--- config.mk ---
export PLATFORM = sky130hd
export DESIGN_NAME = msel_alu
export DESIGN_NICKNAME = d
export VERILOG_FILES = /design/src/rtl/msel_alu_pkg.sv /design/src/rtl/msel_alu_steer.sv /design/src/rtl/msel_alu_adder.sv /design/src/rtl/msel_alu_logic.sv /design/src/rtl/msel_alu.sv
export SDC_FILE = /design/constraint.sdc
export NUM_CORES = 1
export LEC_CHECK = 0
export BUFFER_PORTS_ARGS = -buffer_cell sky130_fd_sc_hd__buf_4
export CORE_MARGIN = 10
export CORE_UTILIZATION = 45
export DETAILED_ROUTE_END_ITERATION = 12
export GPL_TIMING_DRIVEN = 0
export PLACE_DENSITY = 0.76
export SLEW_MARGIN = 30
export SYNTH_ARGS = -nofsm -noshare
export SYNTH_HDL_FRONTEND = slang
export SYNTH_HIERARCHICAL = 1
export SYNTH_SLANG_ARGS = --single-unit
--- constraint.sdc ---
create_clock -name vclk -period 15.81
set_input_delay 3.162 -clock vclk [all_inputs]
set_output_delay 3.162 -clock vclk [all_outputs]
set_load 0.01 [all_outputs]
--- src/rtl/msel_alu_pkg.sv ---
package msel_alu_pkg;

  localparam logic [1:0] FN_ZERO = 2'b00;
  localparam logic [1:0] FN_B    = 2'b01;
  localparam logic [1:0] FN_NB   = 2'b10;
  localparam logic [1:0] FN_ONES = 2'b11;

  localparam logic [1:0] LG_AND  = 2'b00;
  localparam logic [1:0] LG_OR   = 2'b01;
  localparam logic [1:0] LG_XOR  = 2'b10;
  localparam logic [1:0] LG_NOTA = 2'b11;

  // one bit of the steered adder operand
  function automatic logic steer_bit(input logic b, input logic [1:0] fn);
    case (fn)
      FN_ZERO: steer_bit = 1'b0;
      FN_B:    steer_bit = b;
      FN_NB:   steer_bit = ~b;
      default: steer_bit = 1'b1;
    endcase
  endfunction

  // full adder: returns {carry, sum}
  function automatic logic [1:0] full_add(input logic x, input logic y, input logic c);
    full_add = {(x & y) | (c & (x ^ y)), x ^ y ^ c};
  endfunction

  // one bit of the logic section
  function automatic logic logic_bit(input logic a, input logic b, input logic [1:0] fn);
    case (fn)
      LG_AND:  logic_bit = a & b;
      LG_OR:   logic_bit = a | b;
      LG_XOR:  logic_bit = a ^ b;
      default: logic_bit = ~a;
    endcase
  endfunction

endpackage

--- src/rtl/msel_alu_steer.sv ---
module msel_alu_steer
  import msel_alu_pkg::*;
#(
  parameter int W = 8
) (
  input  logic [W-1:0] b_in,
  input  logic [1:0]   fn_sel,
  output logic [W-1:0] y_out
);
  for (genvar i = 0; i < W; i++) begin : g_bit
    assign y_out[i] = steer_bit(b_in[i], fn_sel);
  end
endmodule

--- src/rtl/msel_alu_adder.sv ---
module msel_alu_adder
  import msel_alu_pkg::*;
#(
  parameter int W = 8
) (
  input  logic [W-1:0] x_in,
  input  logic [W-1:0] y_in,
  input  logic         c_in,
  output logic [W-1:0] sum_out,
  output logic         c_msb_in,
  output logic         c_out
);
  logic [W:0] chain;
  assign chain[0] = c_in;

  for (genvar i = 0; i < W; i++) begin : g_fa
    logic [1:0] fa;
    assign fa         = full_add(x_in[i], y_in[i], chain[i]);
    assign sum_out[i] = fa[0];
    assign chain[i+1] = fa[1];
  end

  assign c_msb_in = chain[W-1];
  assign c_out    = chain[W];
endmodule

--- src/rtl/msel_alu_logic.sv ---
module msel_alu_logic
  import msel_alu_pkg::*;
#(
  parameter int W = 8
) (
  input  logic [W-1:0] a_in,
  input  logic [W-1:0] b_in,
  input  logic [1:0]   fn_sel,
  output logic [W-1:0] r_out
);
  for (genvar i = 0; i < W; i++) begin : g_bit
    assign r_out[i] = logic_bit(a_in[i], b_in[i], fn_sel);
  end
endmodule

--- src/rtl/msel_alu.sv ---
module msel_alu #(
  parameter int W = 8
) (
  input  logic [W-1:0] a_in,
  input  logic [W-1:0] b_in,
  input  logic         mode_sel,
  input  logic [1:0]   fn_sel,
  input  logic         carry_in,
  output logic [W-1:0] g_out,
  output logic         carry_out,
  output logic         sign_flag,
  output logic         zero_flag,
  output logic         ovf_flag
);
  localparam int MSB = W - 1;

  // named internal events, observed by the checker
  logic [W-1:0] y_steer;
  logic [W-1:0] sum_raw;
  logic [W-1:0] logic_raw;
  logic         msb_cin;
  logic         add_cout;
  logic         add_ovf;

  msel_alu_steer #(.W(W)) u_steer (
    .b_in   (b_in),
    .fn_sel (fn_sel),
    .y_out  (y_steer)
  );

  msel_alu_adder #(.W(W)) u_adder (
    .x_in     (a_in),
    .y_in     (y_steer),
    .c_in     (carry_in),
    .sum_out  (sum_raw),
    .c_msb_in (msb_cin),
    .c_out    (add_cout)
  );

  msel_alu_logic #(.W(W)) u_logic (
    .a_in   (a_in),
    .b_in   (b_in),
    .fn_sel (fn_sel),
    .r_out  (logic_raw)
  );

  // signed overflow: carry into the MSB disagrees with carry out of it
  assign add_ovf = msb_cin ^ add_cout;

  always_comb begin
    if (mode_sel) begin
      g_out     = logic_raw;
      carry_out = 1'b0;
      ovf_flag  = 1'b0;
    end else begin
      g_out     = sum_raw;
      carry_out = add_cout;
      ovf_flag  = add_ovf;
    end
  end

  assign sign_flag = g_out[MSB];
  assign zero_flag = (g_out == '0);
endmodule

# --- Word level (Yosys, flattened, before mapping) ---
# Cells that the tools add are included.
# W data, S select, Z words.
totals:
  register_bits: 0
  in_bits: 20
  out_inout_bits: 12
  wordCells: 104
classes:
  n_eq_ne: 2
  mux: 19
  bitwise_logic: 81
  reduce_logical: 2
ops:
  columns: ["operator", "n"]
  rows:
  - ["$pmux W1 S3", 16]
  - ["$xor A1 B1 Y1", 25]
  - ["$and A1 B1 Y1", 24]
  - ["$not A1 Y1", 16]
  - ["$or A1 B1 Y1", 16]
  - ["$logic_not A8 Y1", 1]
  - ["$mux W8", 1]
  - ["$eq A2 B1 Y1 const B", 1]
  - ["$eq A2 B2 Y1 const B", 1]
  - ["$logic_not A2 Y1", 1]
  - ["$mux W1", 2]

# --- Depth between registers and ports, before layout ---
depth:
  word_depth: 21
  ltp_mapped: 16
  depth_no_buf: 16

# --- Hierarchy ---
# Netlist, hierarchy kept.
modules_own_cells:
  columns: ["mod", "n_inst", "cells_per_inst", "area_per_inst_um2", "seq_area_each_um2"]
  rows:
  - ["msel_alu_logic", 1, 50, 493.0, 0.0]
  - ["msel_alu_adder", 1, 18, 197.7, 0.0]
  - ["msel_alu", 1, 21, 187.7, 0.0]
  - ["msel_alu_steer", 1, 8, 90.1, 0.0]

# --- Worst setup path after synthesis ---
# No wires, ideal clock.
synth_timing:
  kind: "in2out"
  startpoint: "input port b_in[0]"
  endpoint: "output port zero_flag"
  t_arrival_ps: 6796
  required_ps: 12648
  path_slack_ps: 5852
  cell_stages: 16
  n_path_buf: 0
  path_cell_list: "mux2_2 inv_1 fa_1 inv_1 fa_1 fa_1 fa_1 fa_1 fa_1 inv_1 fa_1 inv_1 fa_1 nor2_1 a22oi_1 nor4_2"
synth_between:
  elab_chain_len: 20
  word_cells_on_any_way: 32
  classes_between: "mux (3); bitwise (28); reduce/logical (1)"
synth_lines:
  columns: ["element", "line_no", "text"]
  rows:
  - ["start, declared", "msel_alu.sv:5", "input logic [W-1:0] b_in,"]
  - ["$not A1 Y1", "msel_alu_pkg.sv:18", "FN_NB: steer_bit = ~b;"]
  - ["$pmux W1 S3 (*)", "msel_alu_pkg.sv:15", "case (fn)"]
  - ["$xor A1 B1 Y1", "msel_alu_pkg.sv:25", "full_add = {(x & y) | (c & (x ^ y)), x ^ y ^ c};"]
  - ["$and A1 B1 Y1", "msel_alu_pkg.sv:25", null]
  - ["$or A1 B1 Y1 (*)", "msel_alu_pkg.sv:25", null]
  - ["$and A1 B1 Y1 (*)", "msel_alu_pkg.sv:25", null]
  - ["$or A1 B1 Y1 (*)", "msel_alu_pkg.sv:25", null]
  - ["$and A1 B1 Y1 (*)", "msel_alu_pkg.sv:25", null]
  - ["[... 6 more ...]", null, null]
  - ["$or A1 B1 Y1 (*)", "msel_alu_pkg.sv:25", null]
  - ["$and A1 B1 Y1 (*)", "msel_alu_pkg.sv:25", null]
  - ["$or A1 B1 Y1 (*)", "msel_alu_pkg.sv:25", null]
  - ["net msb_cin", "msel_alu.sv:21", "logic msb_cin;"]
  - ["$xor A1 B1 Y1 (*)", "msel_alu_pkg.sv:25", null]
  - ["net sum_raw[7]", "msel_alu.sv:19", "logic [W-1:0] sum_raw;"]
  - ["$mux W8 (*)", "msel_alu.sv:51", "if (mode_sel) begin"]
  - ["$logic_not A8 Y1 (*)", "msel_alu.sv:63", "assign zero_flag = (g_out == '0);"]
  - ["end, declared", "msel_alu.sv:12", "output logic zero_flag,"]
# The timed path passes the listed nets; every way through them passes the cells marked *.

# --- Final worst setup path ---
layout_timing:
  startpoint: "input port b_in[0]"
  endpoint: "output port zero_flag"
layout_between:
  elab_chain_len: 20
  word_cells_on_any_way: 32
  classes_between: "mux (3); bitwise (28); reduce/logical (1)"
layout_lines:
  columns: ["element", "line_no", "text"]
  rows:
  - ["$not A1 Y1", "msel_alu_pkg.sv:18", null]
  - ["$pmux W1 S3 (*)", "msel_alu_pkg.sv:15", null]
  - ["net y_steer[0]", "msel_alu.sv:18", "logic [W-1:0] y_steer;"]
  - ["$xor A1 B1 Y1", "msel_alu_pkg.sv:25", null]
  - ["$and A1 B1 Y1", "msel_alu_pkg.sv:25", null]
  - ["$or A1 B1 Y1 (*)", "msel_alu_pkg.sv:25", null]
  - ["$and A1 B1 Y1 (*)", "msel_alu_pkg.sv:25", null]
  - ["$or A1 B1 Y1 (*)", "msel_alu_pkg.sv:25", null]
  - ["[... 7 more ...]", null, null]
  - ["$or A1 B1 Y1 (*)", "msel_alu_pkg.sv:25", null]
  - ["$and A1 B1 Y1 (*)", "msel_alu_pkg.sv:25", null]
  - ["$or A1 B1 Y1 (*)", "msel_alu_pkg.sv:25", null]
  - ["net msb_cin", "msel_alu.sv:21", null]
  - ["$xor A1 B1 Y1 (*)", "msel_alu_pkg.sv:25", null]
  - ["net sum_raw[7]", "msel_alu.sv:19", null]
  - ["$mux W8 (*)", "msel_alu.sv:51", null]
  - ["$logic_not A8 Y1 (*)", "msel_alu.sv:63", null]
# Marks and branches as above.

==> key figures <==
Clock network
  – Post-CTS Setup Inserts: 0
  – Hold Buf Count CTS: 0
  – PostCTS Resize Cnt: 0

Floorplanning
  – Top Ports: 32
  – Initial Utilization: 0.484
  – Die W: 66.4 um
  – Die area: 4410 um^2
  – Rows: 16
  – Chip Height: 66.4 um
  – Total core area: 2000 um^2

Worst hold path
  – HP Class: in -> out

Synth
  – Syn_nets: 141
  – Top cell type's share of synthesized area: 0.207
  – Mapped cell area: 968 um^2
  – Synth Area per Inst: 9.98 um^2
  – Mapped Cells: 97
  – Library cells used by synthesis: 15
  – Largest cells by area after synthesis: ha_1 (21%), mux4_2 (19%), fa_1 (17%)
  – Warnings, synthesis: 6
  – Top cell type by total area after synthesis: ha_1
  – Register area share after synthesis: 0

Route
  – Drt wl/cell: 14.9 um
  – Drt drc: 0
  – DRT iter0 DRCs: 24
  – Via count: 772
  – Final wirelength: 2.33 mm
  – Detailed Routing Iterations Pass 1: 2
  – Via/cell ratio: 4.95
  – Post-route ant nets: 0

GRT
  – GR Util All Layers: 0.102
  – Vias in the first global route: 854
  – Initial antenna violation count: 0
  – Largest net degree at the start of global routing: 11
  – First-pass GRT wire length: 3.76 mm
  – GRT overflow: 0

Power
  – PwrDens: 39.0 nW/um^2
  – P_leak: 0.662 nW
  – Peak VDD IR: 0.0196 mV

Finish
  – Layout sequential cell count: 0
  – Layout cell share with drive strength beyond 1: 0.481
  – N_diodes: 0
  – Non-filler cells in the finished layout: 156
  – Final #Nets: 175
  – Layout clock buffers: 0
  – FF/Latch Area: 0 um^2
  – Final core occ: 0.621
  – P&R area growth vs syn: 28.3%

Placement
  – Cells after DPL: 156
  – Worst slack, placed: 5.45 ns
  – Placed wire-length estimate: 2.04 mm
  – GPL Wtd Cong: 0.736
  – Port Buffers: 32

Timing
  – Final min period: 10.37 ns
  – Final worst-path cycle share: 0.656
  – Slew margin rel.: 0.850
  – Endpoints failing hold: 0
  – Min Hold Slack: 6.73 ns
  – Final worst-path setup slack: 5.44 ns
  – Slew @ Worst Pin: 0.223 ns
  – Setup TNS: 0 ns
  – Final Max Slew Viols: 0
  – Max Fclk: 0.0964 GHz
  – Endpoints failing setup: 0
  – RSZ-0062 raised after global routing: no

Worst setup path
  – Crit. End Element: primary output
  – WP data required: 12.65 ns
  – WP data arrival: 7.21 ns
  – Crit-path max FO: 3
  – CP Launch Type: input port
  – Crit path kind: in -> out

Outcome
  – Status: finished clean

Flow run
  – Max cap viols: 0
==> cell families (layout without fill, tap and decap cells) <==
group           after synthesis  count (layout)  share of synthesized area
buf+inv                      38              70                      0.171
fa+ha+maj                    24              24                      0.372
mux                          24              24                      0.380
simple gates                  8               8                     0.0556
compound gates                2               2                     0.0129
xor+xnor                      1               1                    0.00905
==> path summary, 6_finish.rpt <==
kind	end	startpoint	cells past startpoint	slack, ns
worst max-delay path	zero_flag	b_in[0]	18	5.44
worst min-delay path	g_out[2]	mode_sel	3	6.73
==> synthesized netlist by cell type <==
master / n
and2b_1: 1
nor4_2: 2
nor3_1: 2
inv_1: 34
buf_6: 2
mux4_2: 8
nor2_1: 3
xnor2_1: 1
buf_4: 2
a21oi_1: 1
ha_1: 16
a22oi_1: 1
mux2_4: 2
fa_1: 8
mux2_2: 14
==> cell type report <==
| class | count | area, um^2 |
|---|---|---|
| fill | 173 | 759 |
| inverter | 34 | 128 |
| timing repair buffer | 32 | 240 |
| buffer | 4 | 37.5 |
| tap | 27 | 33.8 |
| multi-input combinational | 59 | 803 |
==> power by group <==
| part | leakage, nW | switching (W) | internal [W] |
|---|---|---|---|
| Clock | 0 | 0 | 0 |
| Combinational | 0.662 | 0.0000218 | 0.0000266 |
| Sequential | 0 | 0 | 0 |
| Total | 0.662 | 0.0000218 | 0.0000266 |
==> per-layer routing <==
layer,part of all wire,GRT usage,up-vias,wire [um]
met1,0.39,0.108,376,912
met3,0.080,0.0271,0,187
met2,0.53,0.202,20,1230
met5,0,0,-,0
met4,0,0,0,0
li1,-,-,376,-
==> cells in the final DEF (no fill, tap or decap) <==
cell type,n
a21oi_1,1
a22oi_1,1
and2b_1,1
buf_4,34
buf_6,2
fa_1,8
ha_1,16
inv_1,34
mux2_2,14
mux2_4,2
mux4_2,8
nor2_1,3
nor3_1,2
nor4_2,2
xnor2_1,1
==> stage by stage <==
step	instance area, um^2	total power, W
floorplan	968	0.0000288
global placement	1240	0.0000467
detailed placement	1240	0.0000489
CTS	1240	0.0000492
global route	1240	0.0000538
finish	1240	0.0000484
==> critical path: stages <==
cell and delay, ns:
buf_4 0.09, mux2_2 0.32, inv_1 0.07, fa_1 0.17, inv_1 0.05, fa_1 0.38, fa_1 0.39, fa_1 0.41
fa_1 0.42, fa_1 0.37, inv_1 0.07, fa_1 0.17, inv_1 0.07, fa_1 0.46, nor2_1 0.12, a22oi_1 0.08
nor4_2 0.24, buf_4 0.17
Note: power is estimated with default switching activity, not from simulation.
